===== src/rtl/lpv_pkg.sv =====
// Shared types of the link pointer validator.
package lpv_pkg;
    typedef enum logic [1:0] {
        FC_NONE  = 2'd0,
        FC_CTRL  = 2'd1,
        FC_GUEST = 2'd2
    } fail_class_e;

    typedef enum logic [2:0] {
        ST_IDLE  = 3'd0,
        ST_CHECK = 3'd1,
        ST_REQ   = 3'd2,
        ST_WAIT  = 3'd3,
        ST_EVAL  = 3'd4
    } lpv_state_e;
endpackage


===== src/rtl/lpv_addr_check.sv =====
// Address legality check: the address must sit on a page boundary and fit
// within pa_width physical bits. Purely combinational; assumes pa_width is
// the count of implemented physical bits.
module lpv_addr_check #(
    parameter int ADDR_W    = 64,
    parameter int PAGE_BITS = 12,
    parameter int PW_W      = 7
) (
    input  logic [ADDR_W-1:0] addr,
    input  logic [PW_W-1:0]   pa_width,
    output logic              ok
);
    logic aligned;
    logic fits;

    // Alignment and width tests combined into one legality flag.
    always_comb begin
        aligned = (addr[PAGE_BITS-1:0] == '0);
        fits    = ((addr >> pa_width) == '0);
        ok      = aligned && fits;
    end
endmodule


===== src/rtl/lpv_rev_check.sv =====
// Revision word check. With shadowing on, the marker bit must be set and is
// cleared before the compare; with shadowing off, the word must match exactly.
module lpv_rev_check #(
    parameter logic [31:0] REV_ID     = 32'h0000_2A1F,
    parameter int          SHADOW_BIT = 31
) (
    input  logic [31:0] word,
    input  logic        shadow_en,
    output logic        bad
);
    logic [31:0] stripped;

    // Strip the marker and decide whether the revision is acceptable.
    always_comb begin
        stripped             = word;
        stripped[SHADOW_BIT] = 1'b0;
        if (shadow_en)
            bad = !word[SHADOW_BIT] || (stripped != REV_ID);
        else
            bad = (word != REV_ID);
    end
endmodule


===== src/rtl/lpv_ptr_compare.sv =====
// Alias check of the link pointer against the pointer that is active in the
// current mode: the current structure outside SMM or when entering SMM,
// the root-mode region pointer otherwise.
module lpv_ptr_compare #(
    parameter int ADDR_W = 64
) (
    input  logic [ADDR_W-1:0] link,
    input  logic [ADDR_W-1:0] cur,
    input  logic [ADDR_W-1:0] root,
    input  logic              in_smm,
    input  logic              smm_entry,
    output logic              bad
);
    logic [ADDR_W-1:0] other;

    // Choose the reference pointer and flag equality.
    always_comb begin
        other = (!in_smm || smm_entry) ? cur : root;
        bad   = (link == other);
    end
endmodule


===== src/rtl/lpv_seq.sv =====
// Check sequencer: walks bitmap, link legality, revision fetch and
// evaluation in a fixed order and issues a one-cycle verdict. Assumes the
// memory returns exactly one response per accepted request.
module lpv_seq
    import lpv_pkg::*;
#(
    parameter logic [7:0] QUAL_LINK = 8'd4
) (
    input  logic        clk,
    input  logic        rst_n,
    input  logic        start,
    input  logic        bmp_fail,
    input  logic        link_none,
    input  logic        link_bad,
    input  logic        rev_bad,
    input  logic        ptr_bad,
    output logic        accept,
    output logic        mem_req_valid,
    input  logic        mem_req_ready,
    input  logic        mem_rsp_valid,
    input  logic [31:0] mem_rsp_data,
    output logic [31:0] rev_q,
    output logic        res_valid,
    output logic        res_pass,
    output logic [1:0]  res_class,
    output logic [7:0]  res_qual
);
    lpv_state_e  state;
    logic        fin;
    fail_class_e fin_class;

    assign accept        = start && (state == ST_IDLE);
    assign mem_req_valid = (state == ST_REQ);

    // Decide whether this cycle ends the run, and with which class.
    always_comb begin
        fin       = 1'b0;
        fin_class = FC_NONE;
        case (state)
            ST_CHECK: begin
                if (bmp_fail) begin
                    fin = 1'b1; fin_class = FC_CTRL;
                end else if (link_none) begin
                    fin = 1'b1; fin_class = FC_NONE;
                end else if (link_bad) begin
                    fin = 1'b1; fin_class = FC_GUEST;
                end
            end
            ST_EVAL: begin
                fin       = 1'b1;
                fin_class = (rev_bad || ptr_bad) ? FC_GUEST : FC_NONE;
            end
            default: ;
        endcase
    end

    // State register, revision capture and registered verdict.
    always_ff @(posedge clk) begin
        if (!rst_n) begin
            state     <= ST_IDLE;
            rev_q     <= '0;
            res_valid <= 1'b0;
            res_pass  <= 1'b0;
            res_class <= FC_NONE;
            res_qual  <= '0;
        end else begin
            res_valid <= 1'b0;
            case (state)
                ST_IDLE:  if (start) state <= ST_CHECK;
                ST_CHECK: if (!fin) state <= ST_REQ;
                ST_REQ:   if (mem_req_ready) state <= ST_WAIT;
                ST_WAIT: begin
                    if (mem_rsp_valid) begin
                        rev_q <= mem_rsp_data;
                        state <= ST_EVAL;
                    end
                end
                default: ;
            endcase
            if (fin) begin
                state     <= ST_IDLE;
                res_valid <= 1'b1;
                res_pass  <= (fin_class == FC_NONE);
                res_class <= fin_class;
                res_qual  <= (fin_class == FC_GUEST) ? QUAL_LINK : 8'd0;
            end
        end
    end

    // a pending request stays up until accepted.
    a_r6_req_hold: assert property (@(posedge clk) disable iff (!rst_n)
        mem_req_valid && !mem_req_ready |=> mem_req_valid);

    // the verdict is a single-cycle pulse.
    a_r11_single_pulse: assert property (@(posedge clk) disable iff (!rst_n)
        res_valid |=> !res_valid);

    // pass flag agrees with the class; qualification only on guest class.
    a_r11_pass_class: assert property (@(posedge clk) disable iff (!rst_n)
        res_valid |-> (res_pass == (res_class == FC_NONE)) &&
                      ((res_qual != 8'd0) == (res_class == FC_GUEST)));
endmodule


===== src/rtl/lpv_link_validator.sv =====
// Top of the link pointer entry validator. Captures the operands on an
// accepted start, runs the three address legality checks from one generate
// loop, and feeds the sequencer with the individual check results.
module lpv_link_validator
    import lpv_pkg::*;
#(
    parameter int          ADDR_W     = 64,
    parameter int          PAGE_BITS  = 12,
    parameter int          PW_W       = $clog2(ADDR_W + 1),
    parameter logic [31:0] REV_ID     = 32'h0000_2A1F,
    parameter int          SHADOW_BIT = 31,
    parameter logic [7:0]  QUAL_LINK  = 8'd4
) (
    input  logic              clk,
    input  logic              rst_n,
    input  logic              start,
    input  logic              shadow_en,
    input  logic [ADDR_W-1:0] rd_bmp_addr,
    input  logic [ADDR_W-1:0] wr_bmp_addr,
    input  logic [ADDR_W-1:0] link_ptr,
    input  logic [ADDR_W-1:0] cur_ptr,
    input  logic [ADDR_W-1:0] root_ptr,
    input  logic              in_smm,
    input  logic              smm_entry,
    input  logic [PW_W-1:0]   pa_width,
    output logic              mem_req_valid,
    input  logic              mem_req_ready,
    output logic [ADDR_W-1:0] mem_req_addr,
    input  logic              mem_rsp_valid,
    input  logic [31:0]       mem_rsp_data,
    output logic              res_valid,
    output logic              res_pass,
    output logic [1:0]        res_class,
    output logic [7:0]        res_qual
);
    localparam int N_ADDR = 3;

    logic              accept;
    logic              shadow_q, smm_q, smme_q;
    logic [ADDR_W-1:0] addr_q [N_ADDR];
    logic [ADDR_W-1:0] cur_q, root_q;
    logic [PW_W-1:0]   pa_q;
    logic [N_ADDR-1:0] addr_ok;
    logic [31:0]       rev_q;
    logic              bmp_fail, link_none, rev_bad, ptr_bad;

    // Operand snapshot taken when a start is accepted.
    always_ff @(posedge clk) begin
        if (!rst_n) begin
            shadow_q <= 1'b0;
            smm_q    <= 1'b0;
            smme_q   <= 1'b0;
            cur_q    <= '0;
            root_q   <= '0;
            pa_q     <= '0;
            for (int i = 0; i < N_ADDR; i++) addr_q[i] <= '0;
        end else if (accept) begin
            shadow_q  <= shadow_en;
            smm_q     <= in_smm;
            smme_q    <= smm_entry;
            cur_q     <= cur_ptr;
            root_q    <= root_ptr;
            pa_q      <= pa_width;
            addr_q[0] <= rd_bmp_addr;
            addr_q[1] <= wr_bmp_addr;
            addr_q[2] <= link_ptr;
        end
    end

    // One legality checker per captured address: read bitmap, write bitmap, link.
    for (genvar g = 0; g < N_ADDR; g++) begin : g_addr
        lpv_addr_check #(
            .ADDR_W(ADDR_W), .PAGE_BITS(PAGE_BITS), .PW_W(PW_W)
        ) u_chk (
            .addr(addr_q[g]), .pa_width(pa_q), .ok(addr_ok[g])
        );
    end

    assign bmp_fail     = shadow_q && !(addr_ok[0] && addr_ok[1]);
    assign link_none    = (addr_q[2] == '1);
    assign mem_req_addr = addr_q[2];

    lpv_rev_check #(.REV_ID(REV_ID), .SHADOW_BIT(SHADOW_BIT)) u_rev (
        .word(rev_q), .shadow_en(shadow_q), .bad(rev_bad)
    );

    lpv_ptr_compare #(.ADDR_W(ADDR_W)) u_ptr (
        .link(addr_q[2]), .cur(cur_q), .root(root_q),
        .in_smm(smm_q), .smm_entry(smme_q), .bad(ptr_bad)
    );

    lpv_seq #(.QUAL_LINK(QUAL_LINK)) u_seq (
        .clk(clk), .rst_n(rst_n), .start(start),
        .bmp_fail(bmp_fail), .link_none(link_none), .link_bad(!addr_ok[2]),
        .rev_bad(rev_bad), .ptr_bad(ptr_bad), .accept(accept),
        .mem_req_valid(mem_req_valid), .mem_req_ready(mem_req_ready),
        .mem_rsp_valid(mem_rsp_valid), .mem_rsp_data(mem_rsp_data),
        .rev_q(rev_q), .res_valid(res_valid), .res_pass(res_pass),
        .res_class(res_class), .res_qual(res_qual)
    );

    // a read is only issued for a page-aligned address inside the width.
    a_r5_req_legal: assert property (@(posedge clk) disable iff (!rst_n)
        mem_req_valid |-> (mem_req_addr[PAGE_BITS-1:0] == '0) &&
                          ((mem_req_addr >> pa_q) == '0));

    // an absent link pointer never produces a read.
    a_r4_none_no_read: assert property (@(posedge clk) disable iff (!rst_n)
        mem_req_valid |-> (mem_req_addr != '1));

    // the request address does not move while the request waits.
    a_r6_addr_stable: assert property (@(posedge clk) disable iff (!rst_n)
        mem_req_valid && !mem_req_ready |=> $stable(mem_req_addr));

    // a control-field verdict only appears with shadowing on.
    a_r2_ctrl_needs_shadow: assert property (@(posedge clk) disable iff (!rst_n)
        res_valid && (res_class == FC_CTRL) |-> shadow_q);
endmodule


===== config.mk =====
export PLATFORM = sky130hd
export DESIGN_NAME = lpv_link_validator
export DESIGN_NICKNAME = d
export VERILOG_FILES = /design/src/rtl/lpv_pkg.sv /design/src/rtl/lpv_addr_check.sv /design/src/rtl/lpv_rev_check.sv /design/src/rtl/lpv_ptr_compare.sv /design/src/rtl/lpv_seq.sv /design/src/rtl/lpv_link_validator.sv
export SDC_FILE = /design/constraint.sdc
export NUM_CORES = 1
export LEC_CHECK = 0
export ABC_AREA = 0
export CORE_ASPECT_RATIO = 0.6
export CORE_MARGIN = 8
export CORE_UTILIZATION = 40
export CTS_CLUSTER_DIAMETER = 120
export DETAILED_ROUTE_END_ITERATION = 10
export SKIP_CTS_REPAIR_TIMING = 1
export SLEW_MARGIN = 15
export SYNTH_ARGS = -nofsm -noshare
export SYNTH_HDL_FRONTEND = slang
export SYNTH_SLANG_ARGS = --single-unit

===== constraint.sdc =====
create_clock -name clk -period 9.1 [get_ports clk]
set_input_delay 1.82 -clock clk [delete_from_list [all_inputs] [get_ports clk]]
set_output_delay 1.82 -clock clk [all_outputs]
set_load 0.01 [all_outputs]

==> out/results.ini <==
[global_routing]
grt_pass1_vias = 20500
grt_start_max_net_pins = 188
grt_overflow = 0
gr-usage-met2_pct = 35.2
busiest_layer = met1
antenna_found_initial = 6
grt_usage_pct = 25.5
grtUsageMet1_pct = 39.6
use_met3_pct = 6.21
grt_pass1_wl_microns = 136000

[worst_setup_path]
crit_path_start = pa_q[1]
r2r_start = pa_q[1]
critical_path_required_ns = 9.54
timing.rr.end = u_seq.res_valid
r2r_slack_ns = 3.57
cp.arrival_ns = 5.97
worst_setup_path_end_kind = register
critPathLaunchType = register
rr_worst_depth = 11
cp_max_fo = 88
path_class = reg -> reg

[cells_and_area]
area_delta_synth_final_pct = 22.4
layout_common_cells = clkdlybuf4s50_1, mux2i_1, and2_1
layout.nets = 3048
drive_gt1_share_pct = 8.45
fillCellCount = 5439
postLayoutCellArea_sq_mm = 0.0295
layout_commonest_cell = clkdlybuf4s50_1
final_util_pct = 49.7
multi_input_area_sq_mm = 0.0132
seqCellArea_sq_mm = 0.00934

[job]
drv_cap = 0

[sta]
fin_crit_sh_pct = 60.8
rsz0062_at_grt = no
relSlewSlack_pct = 22.1
timing.setup.tns_ns = 0
period_needed_ns = 5.53
report.final.slew_viol_count = 0
hold_viol = 0
worst-slew-pin-transition_ns = 1.16
finalClockSkew_ns = 0.0228
setup_viol_count_final = 0
clock.fmax_mhz = 181
whs_ns = 0.457

[route]
wl_per_cell_microns = 26.6
routed_wl_microns = 92900
firstDrtPassIters = 6
drt_iter0_drc = 2669
drcViolationCount = 0
vias = 21400
drtAntennaViolNets = 0
routed_via_density = 6.12

[yosys]
ys_types = 87
avgSynthCellArea_sq_um = 9.87
synth_edf_count = 192
ys_warn_count = 0
synth_ff_type = edfxtp_1
synth_area_sq_mm = 0.0241
synth-seq-area-share_pct = 38.7
async_reset_ff_share_pct = 0
synth-seq-cells = 370
syn-instance-count = 2442

[floorplanning]
die_h_microns = 206
core_area_sq_mm = 0.0594
die-width_microns = 333
num_rows = 69
dieArea_sq_mm = 0.0686
start_util_pct = 40.6
ios = 444

[clocking]
cts_max_path_buffers = 3
cts-htree-levels = 2
clk_latency_ns = 0.56
cts.sinks = 370
path_clk_slew_ns = 0.06
root_buffer = clkbuf_16
numCtsBuffers = 37
cts_tree = yes

[hold_path]
hp-class = reg -> reg
hold_start = u_seq.rev_q[0]
hold_path_depth = 2
min_to = u_seq.rev_q[0]

[place]
place_hpwl_microns = 68400
portBuffers = 436
gp_congestion = 0.966
dpl-instance-area_sq_mm = 0.0282

[power]
powerDensity_mw_per_mm2 = 180
power_leakage_nw = 10.1
total_power_w = 0.00531
irDropWorstVdd_v = 0.000107

[outcome]
status = finished clean

-- synthesized netlist by cell type (13+ instances only) --
library cell,n,area share (%)
nand2b_1,14,0.36
mux4_2,63,5.9
and2_1,200,5.2
mux2i_1,222,9.2
edfxtp_1,192,24
or2_2,14,0.36
nor2_1,136,2.1
buf_4,92,2.9
a211oi_1,37,1.2
nand3_1,35,0.73
a21oi_1,101,2.1
nor3_1,87,1.8
nand4_1,37,0.96
nor3b_1,13,0.40
buf_1,22,0.34
or3_1,13,0.34
clkbuf_1,104,1.6
inv_1,17,0.26
buf_2,31,0.64
o21ai_0,66,1.4
nor2b_1,26,0.67
buf_6,16,0.75
a31oi_1,16,0.42
o22ai_1,15,0.39
dfxtp_1,178,15
a32oi_1,17,0.62
o211ai_1,13,0.40
nor4_1,55,1.4
mux2_2,36,1.7
a22o_1,137,5.0
xnor2_1,65,2.4
nand2_1,173,2.7
-- area by class of cell --
cell class | count | share of cell area [%]
antenna | 5 | 0.0424
clock buffer | 49 | 3.64
clock inverter | 18 | 0.624
inverter | 21 | 0.293
multi-input combinational | 1791 | 44.9
sequential | 370 | 31.7
tap | 781 | 3.31
timing repair buffer | 460 | 15.5
-- kinds of logic after synthesis --
kind of cell,synth area share [%]
compound gates,16.4
mux,16.8
buf+inv,6.57
simple gates,19.1
xor+xnor,2.40
other cells,0.0156
flops,38.7
-- metrics by stage --
step | worst slack [ns] | std cells
after floorplan | 2.39 | 2448
after global placement | 3.87 | 3423
after detailed placement | 3.76 | 3423
after CTS | 3.85 | 3490
after global routing | 3.35 | 3494
final | 3.57 | 3495
-- routing by layer --
metal	up-vias	part of all wire, %	wire (microns)
met1	10400	47	44000
li1	9669	-	-
met2	1143	41	38200
met5	-	0.014	13
met4	2	1.9	1810
met3	122	9.6	8960
-- flip-flops by register name (all words and copies together) (netlist names), 2 cells and up --
signal,count
root_q,64
u_seq.res_class,2
cur_q,64
pa_q,7
u_seq.rev_q,32
addr_q,192
u_seq.state,3
-- where the power goes --
group | internal (W) | total [W] | switching, W | leakage [nW]
clock network | 0.000925 | 0.00162 | 0.000700 | 0.621
logic | 0.000687 | 0.00149 | 0.000801 | 5.96
registers | 0.00193 | 0.00220 | 0.000271 | 3.53
total | 0.00354 | 0.00531 | 0.00177 | 10.1
-- how the worst max path moves through the flow --
stage,end,cells after the start
floorplan,addr_q[0][0],5
global placement,addr_q[0][77],7
finish,u_seq.res_valid,11
CTS,u_seq.res_valid,11
detailed placement,addr_q[0][73],7
global route,u_seq.res_valid,12
-- worst max-delay path, cell delays in order (launching register included) --
cell and delay [ns]:
dfxtp_4 0.78, buf_4 0.93, mux2_1 0.42, a211oi_1 0.49
or4b_1 0.48, a21oi_1 0.16, a41oi_1 0.13, o31ai_1 0.91
a31oi_1 0.29, nor3b_2 0.39, a21oi_1 0.17, and2_1 0.19
No activity file was read; power rests on OpenSTA's default activity.
